===== src/rtl/cache2w_pkg.sv =====
package cache2w_pkg;
  localparam int NUM_WAYS = 2;

  typedef enum logic [1:0] {
    ST_IDLE   = 2'd0,
    ST_LOOKUP = 2'd1,
    ST_FILL   = 2'd2
  } cache_state_e;
endpackage


===== src/rtl/cache2w_tag_match.sv =====
module cache2w_tag_match
  import cache2w_pkg::*;
#(
  parameter int TAG_W = 7
) (
  input  logic [NUM_WAYS-1:0][TAG_W-1:0] way_tag,
  input  logic [NUM_WAYS-1:0]            way_valid,
  input  logic [TAG_W-1:0]               look_tag,
  output logic                           any_hit,
  output logic                           hit_way
);
  logic [NUM_WAYS-1:0] way_match;

  // one comparator per way, all working in parallel
  for (genvar w = 0; w < NUM_WAYS; w++) begin : g_cmp
    assign way_match[w] = way_valid[w] && (way_tag[w] == look_tag);
  end

  assign any_hit = |way_match;
  // a block is never resident twice in one set, so way 1 matching alone names it
  assign hit_way = way_match[1];
endmodule


===== src/rtl/cache2w_victim_sel.sv =====
module cache2w_victim_sel
  import cache2w_pkg::*;
(
  input  logic [NUM_WAYS-1:0] way_valid,
  input  logic                lru_way,
  output logic                victim_way
);
  always_comb begin
    if (!way_valid[0])      victim_way = 1'b0;
    else if (!way_valid[1]) victim_way = 1'b1;
    else                    victim_way = lru_way;
  end
endmodule


===== src/rtl/cache2w_store.sv =====
module cache2w_store
  import cache2w_pkg::*;
#(
  parameter int SETS  = 2,
  parameter int IDX_W = 1,
  parameter int TAG_W = 7,
  parameter int BLK_W = 32
) (
  input  logic                           clk,
  input  logic                           rst_n,
  input  logic [IDX_W-1:0]               acc_set,
  output logic [NUM_WAYS-1:0][TAG_W-1:0] rd_tag,
  output logic [NUM_WAYS-1:0]            rd_valid,
  output logic [NUM_WAYS-1:0][BLK_W-1:0] rd_block,
  output logic                           rd_lru,
  input  logic                           wr_en,
  input  logic                           wr_way,
  input  logic [TAG_W-1:0]               wr_tag,
  input  logic [BLK_W-1:0]               wr_block,
  input  logic                           touch_en,
  input  logic                           touch_way
);
  // lru_q[s] names the way to evict next in set s
  logic [SETS-1:0] lru_q;

  for (genvar w = 0; w < NUM_WAYS; w++) begin : g_way
    logic [TAG_W-1:0] tag_r [SETS];
    logic [BLK_W-1:0] blk_r [SETS];
    logic [SETS-1:0]  vld_r;
    logic             sel_w;

    assign sel_w = wr_en && (wr_way == 1'(w));

    always_ff @(posedge clk or negedge rst_n) begin
      if (!rst_n)     vld_r <= '0;
      else if (sel_w) vld_r[acc_set] <= 1'b1;
    end

    always_ff @(posedge clk) begin
      if (sel_w) begin
        tag_r[acc_set] <= wr_tag;
        blk_r[acc_set] <= wr_block;
      end
    end

    assign rd_tag[w]   = tag_r[acc_set];
    assign rd_block[w] = blk_r[acc_set];
    assign rd_valid[w] = vld_r[acc_set];
  end

  always_ff @(posedge clk or negedge rst_n) begin
    if (!rst_n)        lru_q <= '0;
    else if (touch_en) lru_q[acc_set] <= ~touch_way;
  end

  assign rd_lru = lru_q[acc_set];
endmodule


===== src/rtl/cache2w_top.sv =====
module cache2w_top
  import cache2w_pkg::*;
#(
  parameter int ADDR_W      = 8,
  parameter int DATA_W      = 32,
  parameter int SETS        = 2,
  parameter int BLOCK_WORDS = 1
) (
  input  logic                          clk,
  input  logic                          rst_n,
  input  logic                          req_valid,
  output logic                          req_ready,
  input  logic                          req_write,
  input  logic [ADDR_W-1:0]             req_addr,
  input  logic [DATA_W-1:0]             req_wdata,
  output logic                          resp_valid,
  output logic                          resp_hit,
  output logic                          resp_way,
  output logic [DATA_W-1:0]             resp_rdata,
  output logic                          mem_rd_req,
  output logic [ADDR_W-1:0]             mem_rd_addr,
  input  logic                          mem_rd_valid,
  input  logic [BLOCK_WORDS*DATA_W-1:0] mem_rd_data,
  output logic                          mem_wr_req,
  output logic [ADDR_W-1:0]             mem_wr_addr,
  output logic [DATA_W-1:0]             mem_wr_data
);
  localparam int IDX_W  = $clog2(SETS);
  localparam int WSEL_W = (BLOCK_WORDS > 1) ? $clog2(BLOCK_WORDS) : 1;
  localparam int TAG_W  = ADDR_W - $clog2(SETS * BLOCK_WORDS);
  localparam int BLK_W  = BLOCK_WORDS * DATA_W;

  // ---------------- address arithmetic ----------------
  function automatic logic [IDX_W-1:0] set_of(input logic [ADDR_W-1:0] a);
    return IDX_W'((a / ADDR_W'(BLOCK_WORDS)) % ADDR_W'(SETS));
  endfunction

  function automatic logic [TAG_W-1:0] tag_of(input logic [ADDR_W-1:0] a);
    return TAG_W'(a / ADDR_W'(SETS * BLOCK_WORDS));
  endfunction

  function automatic logic [WSEL_W-1:0] word_of(input logic [ADDR_W-1:0] a);
    return WSEL_W'(a % ADDR_W'(BLOCK_WORDS));
  endfunction

  function automatic logic [ADDR_W-1:0] block_base(input logic [ADDR_W-1:0] a);
    return a - (a % ADDR_W'(BLOCK_WORDS));
  endfunction

  function automatic logic [DATA_W-1:0] get_word(input logic [BLK_W-1:0] blk,
                                                  input logic [WSEL_W-1:0] w);
    return blk[int'(w)*DATA_W +: DATA_W];
  endfunction

  function automatic logic [BLK_W-1:0] put_word(input logic [BLK_W-1:0] blk,
                                                 input logic [WSEL_W-1:0] w,
                                                 input logic [DATA_W-1:0] d);
    logic [BLK_W-1:0] r;
    r = blk;
    r[int'(w)*DATA_W +: DATA_W] = d;
    return r;
  endfunction

  // ---------------- request capture ----------------
  cache_state_e        state_q;
  logic                req_write_q;
  logic [ADDR_W-1:0]   req_addr_q;
  logic [DATA_W-1:0]   req_wdata_q;

  logic [IDX_W-1:0]    cur_set;
  logic [TAG_W-1:0]    cur_tag;
  logic [WSEL_W-1:0]   cur_word;

  assign cur_set  = set_of(req_addr_q);
  assign cur_tag  = tag_of(req_addr_q);
  assign cur_word = word_of(req_addr_q);

  // ---------------- storage and lookup ----------------
  logic [NUM_WAYS-1:0][TAG_W-1:0] rd_tag;
  logic [NUM_WAYS-1:0]            rd_valid;
  logic [NUM_WAYS-1:0][BLK_W-1:0] rd_block;
  logic                           rd_lru;
  logic                           any_hit;
  logic                           hit_way;
  logic                           victim_way;

  // named internal events
  logic             lookup_hit;
  logic             lookup_miss;
  logic             fill_en;
  logic             hit_write_en;
  logic             wr_en;
  logic             wr_way;
  logic [BLK_W-1:0] wr_block;
  logic [BLK_W-1:0] hit_block;
  logic [BLK_W-1:0] resp_block;
  logic             touch_en;
  logic             touch_way;

  cache2w_store #(
    .SETS (SETS),
    .IDX_W(IDX_W),
    .TAG_W(TAG_W),
    .BLK_W(BLK_W)
  ) u_store (
    .clk      (clk),
    .rst_n    (rst_n),
    .acc_set  (cur_set),
    .rd_tag   (rd_tag),
    .rd_valid (rd_valid),
    .rd_block (rd_block),
    .rd_lru   (rd_lru),
    .wr_en    (wr_en),
    .wr_way   (wr_way),
    .wr_tag   (cur_tag),
    .wr_block (wr_block),
    .touch_en (touch_en),
    .touch_way(touch_way)
  );

  cache2w_tag_match #(
    .TAG_W(TAG_W)
  ) u_match (
    .way_tag  (rd_tag),
    .way_valid(rd_valid),
    .look_tag (cur_tag),
    .any_hit  (any_hit),
    .hit_way  (hit_way)
  );

  cache2w_victim_sel u_victim (
    .way_valid (rd_valid),
    .lru_way   (rd_lru),
    .victim_way(victim_way)
  );

  assign lookup_hit   = (state_q == ST_LOOKUP) && any_hit;
  assign lookup_miss  = (state_q == ST_LOOKUP) && !any_hit;
  assign fill_en      = (state_q == ST_FILL) && mem_rd_valid;
  assign hit_write_en = lookup_hit && req_write_q;

  assign hit_block = rd_block[hit_way];
  assign wr_en     = fill_en || hit_write_en;
  assign wr_way    = fill_en ? victim_way : hit_way;

  always_comb begin
    if (fill_en) begin
      wr_block = req_write_q ? put_word(mem_rd_data, cur_word, req_wdata_q) : mem_rd_data;
    end else begin
      wr_block = put_word(hit_block, cur_word, req_wdata_q);
    end
  end

  assign resp_block = wr_en ? wr_block : hit_block;
  assign touch_en   = lookup_hit || fill_en;
  assign touch_way  = fill_en ? victim_way : hit_way;

  // ---------------- control ----------------
  always_ff @(posedge clk or negedge rst_n) begin
    if (!rst_n) begin
      state_q     <= ST_IDLE;
      req_write_q <= 1'b0;
      req_addr_q  <= '0;
      req_wdata_q <= '0;
    end else begin
      case (state_q)
        ST_IDLE: begin
          if (req_valid) begin
            state_q     <= ST_LOOKUP;
            req_write_q <= req_write;
            req_addr_q  <= req_addr;
            req_wdata_q <= req_wdata;
          end
        end
        ST_LOOKUP: state_q <= lookup_miss ? ST_FILL : ST_IDLE;
        ST_FILL:   if (mem_rd_valid) state_q <= ST_IDLE;
        default:   state_q <= ST_IDLE;
      endcase
    end
  end

  // ---------------- response and write-through ----------------
  logic              resp_valid_q;
  logic              resp_hit_q;
  logic              resp_way_q;
  logic [DATA_W-1:0] resp_rdata_q;
  logic              mem_wr_req_q;
  logic [ADDR_W-1:0] mem_wr_addr_q;
  logic [DATA_W-1:0] mem_wr_data_q;

  always_ff @(posedge clk or negedge rst_n) begin
    if (!rst_n) begin
      resp_valid_q  <= 1'b0;
      resp_hit_q    <= 1'b0;
      resp_way_q    <= 1'b0;
      resp_rdata_q  <= '0;
      mem_wr_req_q  <= 1'b0;
      mem_wr_addr_q <= '0;
      mem_wr_data_q <= '0;
    end else begin
      resp_valid_q <= touch_en;
      mem_wr_req_q <= touch_en && req_write_q;
      if (touch_en) begin
        resp_hit_q    <= lookup_hit;
        resp_way_q    <= touch_way;
        resp_rdata_q  <= get_word(resp_block, cur_word);
        mem_wr_addr_q <= req_addr_q;
        mem_wr_data_q <= req_wdata_q;
      end
    end
  end

  assign req_ready   = (state_q == ST_IDLE);
  assign resp_valid  = resp_valid_q;
  assign resp_hit    = resp_hit_q;
  assign resp_way    = resp_way_q;
  assign resp_rdata  = resp_rdata_q;
  assign mem_rd_req  = (state_q == ST_FILL);
  assign mem_rd_addr = block_base(req_addr_q);
  assign mem_wr_req  = mem_wr_req_q;
  assign mem_wr_addr = mem_wr_addr_q;
  assign mem_wr_data = mem_wr_data_q;
endmodule


===== config.mk =====
export PLATFORM = sky130hd
export DESIGN_NAME = cache2w_top
export DESIGN_NICKNAME = d
export VERILOG_FILES = /design/src/rtl/cache2w_pkg.sv /design/src/rtl/cache2w_tag_match.sv /design/src/rtl/cache2w_victim_sel.sv /design/src/rtl/cache2w_store.sv /design/src/rtl/cache2w_top.sv
export SDC_FILE = /design/constraint.sdc
export NUM_CORES = 1
export LEC_CHECK = 0
export ABC_CLOCK_PERIOD_IN_PS = 5640
export BUFFER_PORTS_ARGS = -buffer_cell sky130_fd_sc_hd__buf_2
export CAP_MARGIN = 20
export CORE_UTILIZATION = 55
export DETAILED_ROUTE_END_ITERATION = 10
export PLACE_DENSITY = 0.8
export SYNTH_ARGS = -nofsm -noshare
export SYNTH_HDL_FRONTEND = slang
export SYNTH_SLANG_ARGS = --single-unit
export TNS_END_PERCENT = 5

===== constraint.sdc =====
create_clock -name clk -period 5.64 [get_ports clk]
set_clock_uncertainty 0.15 [all_clocks]
set_input_delay 0.846 -clock clk [delete_from_list [all_inputs] [get_ports clk]]
set_output_delay 0.846 -clock clk [all_outputs]
set_load 0.01 [all_outputs]

Yosys cells after proc, flatten, opt, wreduce, memory -nomap -nowiden
Memory sizes are Yosys's and may differ from the RTL's.
Index checks and enable logic that the tools add are counted.
Widths: inputs -> output; s select.
{ "totals": {"mem_bits_rw": 156, "input_bits": 77, "n_memories": 4, "reg_bits": 125, "elab_cells": 72} }
{ "op_classes": {"n_reduce_logical": 17, "eq_ne": 6, "magnitude_cmp": 3, "n_bitwise": 3, "mux": 25} }
{ "memory_table": {"columns": ["name", "depth", "word_bits", "rd", "rd_ports_with_merged_regs", "write_ports", "line_no", "rtl"], "rows": [
  ["u_store.g_way[0].blk_r", 2, 32, 1, 0, 1, "cache2w_store.sv:28", "logic [BLK_W-1:0] blk_r [SETS];"],
  ["u_store.g_way[1].blk_r", 2, 32, 1, 0, 1, "cache2w_store.sv:28", null],
  ["u_store.g_way[0].tag_r", 2, 7, 1, 0, 1, "cache2w_store.sv:27", "logic [TAG_W-1:0] tag_r [SETS];"],
  ["u_store.g_way[1].tag_r", 2, 7, 1, 0, 1, "cache2w_store.sv:27", null]
]} }
{ "ops": {"columns": ["op", "n"], "rows": [
  ["$mux 32", 5],
  ["$eq 7x7->1", 2],
  ["$mux 1", 14],
  ["$logic_and 1x1->1", 10],
  ["$mux 2", 3],
  ["$pmux 2 s3", 1],
  ["$lt 1x2->1 const B", 2],
  ["$or 2x2->2", 2],
  ["$reduce_and 2->1", 2],
  ["$bwmux 2", 1],
  ["$eq 2x1->1 const B", 1],
  ["$eq 2x2->1 const B", 1],
  ["$logic_not 2->1", 1],
  ["$logic_or 1x1->1", 2],
  ["$ne 2x1->1 const B", 1],
  ["$ne 2x2->1 const B", 1],
  ["$reduce_or 2->1", 1],
  ["$demux 1 s1", 1],
  ["$ge 1x1->1 const B", 1],
  ["$logic_not 1->1", 1],
  ["$not 1->1", 1]
]} }

Depth between registers and ports, before layout
Gate-level depths: netlist of the first run.
{ "depth": {"depth_word": 10, "ltp_mapped": 10} }

By module
Synthesis of the first run repeated with hierarchy kept, for this count alone.
{ "hier_totals": {"cells_unflattened": 784, "hier_area_um2": 12519.5} }
{ "by_module_without_submodules": {"columns": ["mod", "instances", "seq_area_each_um2", "area_per_inst_um2", "cells_each"], "rows": [
  ["cache2w_top", 1, 2977.9, 6369.9, 493],
  ["cache2w_store", 1, 4834.6, 5973.2, 269],
  ["cache2w_tag_match", 1, 0.0, 165.2, 20],
  ["cache2w_victim_sel", 1, 0.0, 11.3, 2]
]} }

Worst setup path after synthesis of the first run
OpenSTA, ideal clock, no wires.
{ "synth_timing": {"path_kind": "register -> register", "start": "register req_addr_q[0]", "end": "memory u_store.g_way[1].blk_r[1][0], enable pin", "t_arrival_ns": 3.646, "period_less_slack_ns": 4.231, "path_buffers": 2, "required_ns": 5.055, "setup_slack_ns": 1.409, "path_stages_with_launch": 9, "cell_sequence": "dfrtp_1 -> buf_6 -> mux2i_1 -> xnor2_1 -> or3_4 -> nor4_4 -> buf_6 -> a31oi_1 -> nor2_1"} }
{ "synth_via": {"elab_chain_len": 10, "elab_cells_between_ends": 22, "cone_classes": "2 x eq/ne; 11 x mux; 7 x reduce/logical; 2 x memory"} }
{ "synth_lines": {"columns": ["element", "line_no", "rtl"], "rows": [
  ["start, declared", "cache2w_top.sv:67", "logic [ADDR_W-1:0] req_addr_q;"],
  ["start signal, assigned", "cache2w_top.sv:171", "req_addr_q <= req_addr;"],
  ["$mem_v2 2x7 / $mux 1 (equally long branches)", null, null],
  ["$eq 7x7->1 / $mux 1 (equally long branches)", "cache2w_tag_match.sv:16, cache2w_store.sv:48", null],
  ["$logic_and 1x1->1", "cache2w_tag_match.sv:16", "assign way_match[w] = way_valid[w] && (way_tag[w] == look_tag);"],
  ["$reduce_or 2->1", "cache2w_tag_match.sv:19", "assign any_hit = |way_match;"],
  ["$logic_and 1x1->1", "cache2w_top.sv:137", "assign lookup_hit = (state_q == ST_LOOKUP) && any_hit;"],
  ["$logic_and 1x1->1", "cache2w_top.sv:140", "assign hit_write_en = lookup_hit && req_write_q;"],
  ["$logic_or 1x1->1", "cache2w_top.sv:143", "assign wr_en = fill_en || hit_write_en;"],
  ["$logic_and 1x1->1", "cache2w_store.sv:32", "assign sel_w = wr_en && (wr_way == 1'(w));"],
  ["$mux 1", "cache2w_store.sv:40", "if (sel_w) begin"],
  ["$mux 1 (not written as such)", "cache2w_store.sv:42", "blk_r[acc_set] <= wr_block;"],
  ["end, declared", "cache2w_store.sv:28", null]
]} }
Several ways; a longest one is shown, not always the timed one. The select of a mux whose other input is x is not followed.

Final worst setup path of the first run
{ "layout_timing": {"start": "register req_addr_q[0]", "end": "memory u_store.g_way[1].blk_r[0][12], enable pin"} }
The elaborated chain is that of the path after synthesis.

==> impl_metrics.yaml, run 1 <==
sta:
  max_freq_mhz: 231
  fin_crit_ps: 4330
  worstMarginPinSlew_ps: 966
  relSlewSlack: 0.354
  hold_violations: 0
  rsz0062_at_grt: "no"
  maxSlewViolCount: 0
  fin_tns_setup_ps: 0
  setup_violations: 0
  fin_crit_sh: 0.768
pwr:
  p_sw_w: 0.00241
  seq_power_share: 0.453
  static-leakage-power_nw: 5.19
  pwr_density_cell_nw_per_um2: 546
  ir_worst_vdd_v: 0.000367
  p_comb_frac: 0.308
  swShare: 0.323
  internal_power_w: 0.00504
  clock_power_share: 0.239
drt:
  dr.pass1.iters: 5
  ant_nets: 0
  drt_drc_violations_left: 0
  drtIter0Drc: 364
  num_vias: 6437
  viasPerCell: 5.69
  routed_wl_um: 22700
  wl_per_cell_um: 20.1
clock_tree:
  post_cts_resize_count: 0
  cts_sinks: 281
  clk_latency_ps: 530
  clock-root-buffer: "clkbuf_16"
  numCtsBuffers: 28
  cts_tree: "yes"
  post-cts-setup-buffers: 0
  clkTransAtPathRegs_ps: 60
  hold_buffers: 0
  cts.path.max_buffers: 3
  cts.htree.levels: 1
placement:
  dpl_cell_area_um2: 12700
  hpwl_um: 15100
  portBuffers: 162
  gp_congestion: 0.767
logic_synthesis:
  syn-num-nets: 752
  synthCells: 675
  ys_types: 37
  yosys.area.top_type: "edfxtp_1"
  netlist_top_cells_area: "edfxtp_1 (40%), dfrtp_1 (27%), mux2_2 (11%)"
  postSynth.asyncResetShare: 0.445
  synth.top_cells.by_count: "edfxtp_1 (156), dfrtp_1 (125), mux2_2 (114)"
  ys_seq_elements: 281
  yosysSeqAreaShare: 0.674
  yosysMostFrequentCell: "edfxtp_1"
  yosysWarnings: 0
  avgSynthCellArea_um2: 17.2
  synth_top_area_share: 0.404
  synth_enable_flop_cells: 156
  synth_flop_cell: "edfxtp_1"
  syn_area_um2: 11600
floorplanning:
  core_um2: 20400
  num_rows: 52
  die_h_um: 147
  dieArea_um2: 21700
  die_w_um: 147
  num_io_pins: 163
  start_util: 0.567
finish:
  layout-drive-gt1-share: 0.430
  fin_nets: 916
  num_antenna_cells: 0
  area_delta_synth_final_pct: 17.7
  final_cell_area_um2: 13600
setup_path:
  timing.critical_path.slowest_stage_cell: "dfrtp_2"
  end_kind: "flop"
  cp_top_family: "simple AND/OR/NAND/NOR gates"
  startpoint_type: "flop"
  rrSetupSlack_ps: 1310
  required_ps: 5700
  path_class: "flop to flop"
  crit_chain: "mux2i_1 -> xnor2_1 -> or3_4 -> nor4_4 -> buf_4 -> a31oi_1 -> nor2_4 -> buf_4"
  worst_ep_arrival_time_ps: 4400
  slowest_delay_ps: 860
  cp_common_cell: "buf_4"
  path_buf_inv: 2
  critPathMaxFanout: 33
run_status:
  status: "complete, no violations"
grt:
  grt_overflow_total: 0
  grt_max_degree: 75
  grt_pass1_vias: 6717
  grt_first_pass_wirelength_um: 36300
  antenna_found_initial: 0
  grt_use_total: 0.217
min_path:
  hp-class: "input pin to async pin"
run:
  maxCapViolCount: 0
-- stage by stage --
stage	hold WS (ps)	cells	setup WS, ps	utilization	power [W]
2_1_floorplan	286	675	1410	-	0.00488
3_3_place_gp	326	1075	1410	0.619	0.00559
3_5_place_dp	329	1079	1330	0.624	0.00570
4_1_cts	205	1131	1250	0.668	0.00751
5_1_grt	223	1131	1030	0.668	0.00783
6_report	166	1131	1310	0.668	0.00745
-- state kept, by name, indices dropped and copies added (netlist names) --
| register | cells |
|---|---|
| resp_valid | 1 |
| resp_hit | 1 |
| u_store.g_way.vld_r | 4 |
| u_store.lru_q | 2 |
| mem_wr_req | 1 |
| resp_way | 1 |
| u_store.g_way.blk_r | 128 |
| u_store.g_way.tag_r | 28 |
| req_write_q | 1 |
| req_wdata_q | 32 |
| mem_wr_data | 32 |
| req_addr_q | 8 |
| mem_wr_addr | 8 |
| state_q | 2 |
| resp_rdata | 32 |
-- layer usage --
metal / up-vias / wire, um / GRT usage
met4: 0 / 454 / 0.0541
met1: 3245 / 9980 / 0.297
li1: 2949 / - / -
met3: 41 / 1320 / 0.0416
met5: - / 0 / 0
met2: 202 / 11000 / 0.361
-- power by group through the flow --
stage	Sequential [W]	Clock, W	Combinational (W)
floorplan	0.00334	0	0.00154
global placement	0.00338	0	0.00221
detailed placement	0.00340	0	0.00230
CTS	0.00337	0.00182	0.00232
global route	0.00345	0.00190	0.00248
finish	0.00337	0.00178	0.00229
-- cells in the final DEF (no fill, tap or decap), types with 7 or more instances in the layout --
master       n
a22oi_1     33
a31oi_2     29
buf_2      161
buf_4        7
clkbuf_1     9
clkbuf_16   28
dfrtp_1    123
edfxtp_1   156
mux2_2     114
mux2i_1     13
mux4_1      32
nand2_1     37
nor2_1      34
xnor2_1     11
-- final cells by class --
| cell class | instances | area (um2) |
|---|---|---|
| fill | 1363 | 6790 |
| timing repair buffer | 173 | 965 |
| clock buffer | 39 | 762 |
| inverter | 6 | 22.5 |
| tap | 270 | 338 |
| sequential | 281 | 7820 |
| multi-input combinational | 349 | 3600 |
| clock inverter | 13 | 134 |
-- worst paths after layout --
| path | startpoint | endpoint | cells past startpoint |
|---|---|---|---|
| worst max-delay path | req_addr_q[0]$_DFFE_PN0P_ | u_store.g_way[1].blk_r[0][12]$_DFFE_PP_ | 8 |
| worst min-delay path | rst_n | req_wdata_q[20]$_DFFE_PN0P_ | 1 |
| worst max register to register | req_addr_q[0]$_DFFE_PN0P_ | u_store.g_way[1].blk_r[0][12]$_DFFE_PP_ | 8 |
| worst min register to register | mem_wr_data[13]$_DFFE_PN0N_ | mem_wr_data[13]$_DFFE_PN0N_ | 1 |
| max in group asynchronous | rst_n | resp_rdata[29]$_DFFE_PN0N_ | 2 |
| min in group clk | mem_wr_data[13]$_DFFE_PN0N_ | mem_wr_data[13]$_DFFE_PN0N_ | 1 |
-- cells by family after synthesis --
logic type / after synthesis / share of synthesized area
mux: 159 / 0.195
buf+inv: 45 / 0.0202
xor+xnor: 14 / 0.0106
simple gates: 93 / 0.0357
flops: 281 / 0.674
compound gates: 83 / 0.0650
Note: power is estimated with default switching activity, not from simulation.
==> run 2, diff against run 1 <==
--- a/config.mk
+++ b/config.mk
@@ -5,12 +5,12 @@
 export SDC_FILE = /design/constraint.sdc
 export NUM_CORES = 1
 export LEC_CHECK = 0
-export ABC_CLOCK_PERIOD_IN_PS = 5640
+export ABC_CLOCK_PERIOD_IN_PS = 3830
 export BUFFER_PORTS_ARGS = -buffer_cell sky130_fd_sc_hd__buf_2
 export CAP_MARGIN = 20
-export CORE_UTILIZATION = 55
+export CORE_UTILIZATION = 52
 export DETAILED_ROUTE_END_ITERATION = 10
-export PLACE_DENSITY = 0.8
+export PLACE_DENSITY = 0.79
 export SYNTH_ARGS = -nofsm -noshare
 export SYNTH_HDL_FRONTEND = slang
 export SYNTH_SLANG_ARGS = --single-unit
==> constraint.sdc (replaced) <==
create_clock -name clk -period 3.83 [get_ports clk]
set_clock_uncertainty 0.15 [all_clocks]
set_input_delay 0.5745 -clock clk [delete_from_list [all_inputs] [get_ports clk]]
set_output_delay 0.5745 -clock clk [all_outputs]
set_load 0.01 [all_outputs]
==> impl_metrics.yaml, run 2 (synthesis gave the netlist of run 1 again) <==
finish:
  final_cell_mix: "buf_2 (161), edfxtp_1 (156), dfrtp_1 (123)"
  top_register: "u_store.g_way.blk_r"
  fillers: 1559
  largest_reg_flops: 128
  finalNonFillerCells: 1152
  area_delta_synth_final_pct: 18.1
  ff_latch_area_um2: 7820
  final_common_cell: "buf_2"
  final_cell_area_um2: 13700
  fin_nets: 926
  layout-drive-gt1-share: 0.428
  multiInputGateArea_um2: 3600
floorplanning:
  dieArea_um2: 22900
  die_w_um: 151
  num_io_pins: 163
  num_rows: 54
  die_h_um: 151
  start_util: 0.531
  core_um2: 21800
grt:
  grt_overflow_total: 0
  grt_use_total: 0.214
  grt_pass1_vias: 6707
  grt_first_pass_wirelength_um: 36900
  antenna_found_initial: 2
  grt_max_degree: 85
pwr:
  pwr_density_cell_nw_per_um2: 798
  static-leakage-power_nw: 5.22
  ir_worst_vdd_v: 0.000523
clock_tree:
  clk_latency_ps: 550
  clock-root-buffer: "clkbuf_16"
  cts.htree.levels: 1
  cts.path.max_buffers: 3
  post-cts-setup-buffers: 0
  clkTransAtPathRegs_ps: 60
  cts_sinks: 281
  post_cts_resize_count: 0
  hold_buffers: 1
  numCtsBuffers: 28
  cts_tree: "yes"
drt:
  wl_per_cell_um: 20.6
  viasPerCell: 5.70
  num_vias: 6571
  ant_nets: 0
  dr.pass1.iters: 5
  drtIter0Drc: 364
  drt_drc_violations_left: 0
  routed_wl_um: 23700
setup_path:
  startpoint_type: "flop"
  rr_endpoint: "mem_wr_data[23]$_DFFE_PN0N_"
  end_kind: "flop"
  crit_path_end: "mem_wr_data[23]$_DFFE_PN0N_"
  worst_ep_arrival_time_ps: 3540
  critPathMaxFanout: 47
  path_class: "flop to flop"
  critPathLaunch: "req_addr_q[0]$_DFFE_PN0P_"
  required_ps: 4090
  rr_worst_depth: 7
  rrSetupSlack_ps: 550
  r2r_start: "req_addr_q[0]$_DFFE_PN0P_"
sta:
  hold_violations: 0
  fin_crit_ps: 3280
  fin_crit_sh: 0.856
  relSlewSlack: 0.311
  rsz0062_at_grt: "no"
  setup_violations: 0
  max_freq_mhz: 305
  maxSlewViolCount: 0
  worstMarginPinSlew_ps: 1030
placement:
  portBuffers: 162
  dp.cells: 1098
  gp_congestion: 0.755
  dpl_cell_area_um2: 12800
  hpwl_um: 14900
run:
  maxCapViolCount: 0
min_path:
  hp-class: "input pin to flop"
run_status:
  status: "complete, no violations"
run 2: cell types whose count changed in the layout (fill, tap and decap cells not counted), sizes merged:
| cell | previous run | this run |
|---|---|---|
| clkinvlp | 2 | 0 |
| diode | 0 | 1 |
| dlygate4sd3 | 0 | 1 |
| bufinv | 2 | 1 |
| inv | 7 | 6 |
| buf | 173 | 182 |
| clkinv | 8 | 12 |
run 2: layout make-up:
| cell class | count | area share |
|---|---|---|
| Sequential cell | 281 | 0.571 |
| Multi-Input combinational cell | 349 | 0.263 |
| Timing Repair Buffer | 183 | 0.0751 |
| Clock buffer | 39 | 0.0565 |
| Tap cell | 280 | 0.0256 |
| Clock inverter | 13 | 0.00677 |
| Inverter | 6 | 0.00165 |
| Antenna cell | 1 | 0.000183 |
run 2: worst min path at each step:
stage,from,cells after the start,endpoint
2_1_floorplan,rst_n,0,mem_wr_addr[0]$_DFFE_PN0N_
3_3_place_gp,u_store.g_way[1].vld_r[0]$_DFFE_PN0P_,2,u_store.g_way[1].vld_r[0]$_DFFE_PN0P_
3_5_place_dp,u_store.g_way[1].vld_r[0]$_DFFE_PN0P_,2,u_store.g_way[1].vld_r[0]$_DFFE_PN0P_
4_1_cts,req_wdata[14],2,req_wdata_q[14]$_DFFE_PN0P_
5_1_grt,req_wdata[4],2,req_wdata_q[4]$_DFFE_PN0P_
6_report,req_wdata[14],2,req_wdata_q[14]$_DFFE_PN0P_
run 2: through the flow:
step                hold slack, ps   util  setup TNS [ps]  total power, W  setup WS (ps)
finish                         110  0.627               0          0.0109            553
global route                  98.7  0.627               0          0.0115            333
detailed placement             322  0.587               0         0.00842            642
floorplan                      129      -          -50710         0.00718           -401
CTS                           89.3  0.627               0          0.0110            562
global placement               324  0.586               0         0.00827            653
run 2: critical path, cell delays in order (launching register included):
cell	delay, ps
dfrtp_2	700
mux2i_1	300
xnor2_1	110
nor4_1	370
a22oi_1	240
o21ai_4	250
buf_4	550
mux2_2	410
run 2: report_power, final:
group / internal, W / total (W) / switching [W]
Combinational: 0.00168 / 0.00342 / 0.00174
Clock: 0.00147 / 0.00257 / 0.00110
Sequential: 0.00423 / 0.00493 / 0.000698
Total: 0.00739 / 0.0109 / 0.00354
run 2: layer usage:
| layer | part of all wire | global-route usage |
|---|---|---|
| met1 | 0.43 | 0.276 |
| met2 | 0.49 | 0.366 |
| met3 | 0.056 | 0.0446 |
| met4 | 0.024 | 0.0595 |
| met5 | 0.00042 | 0 |
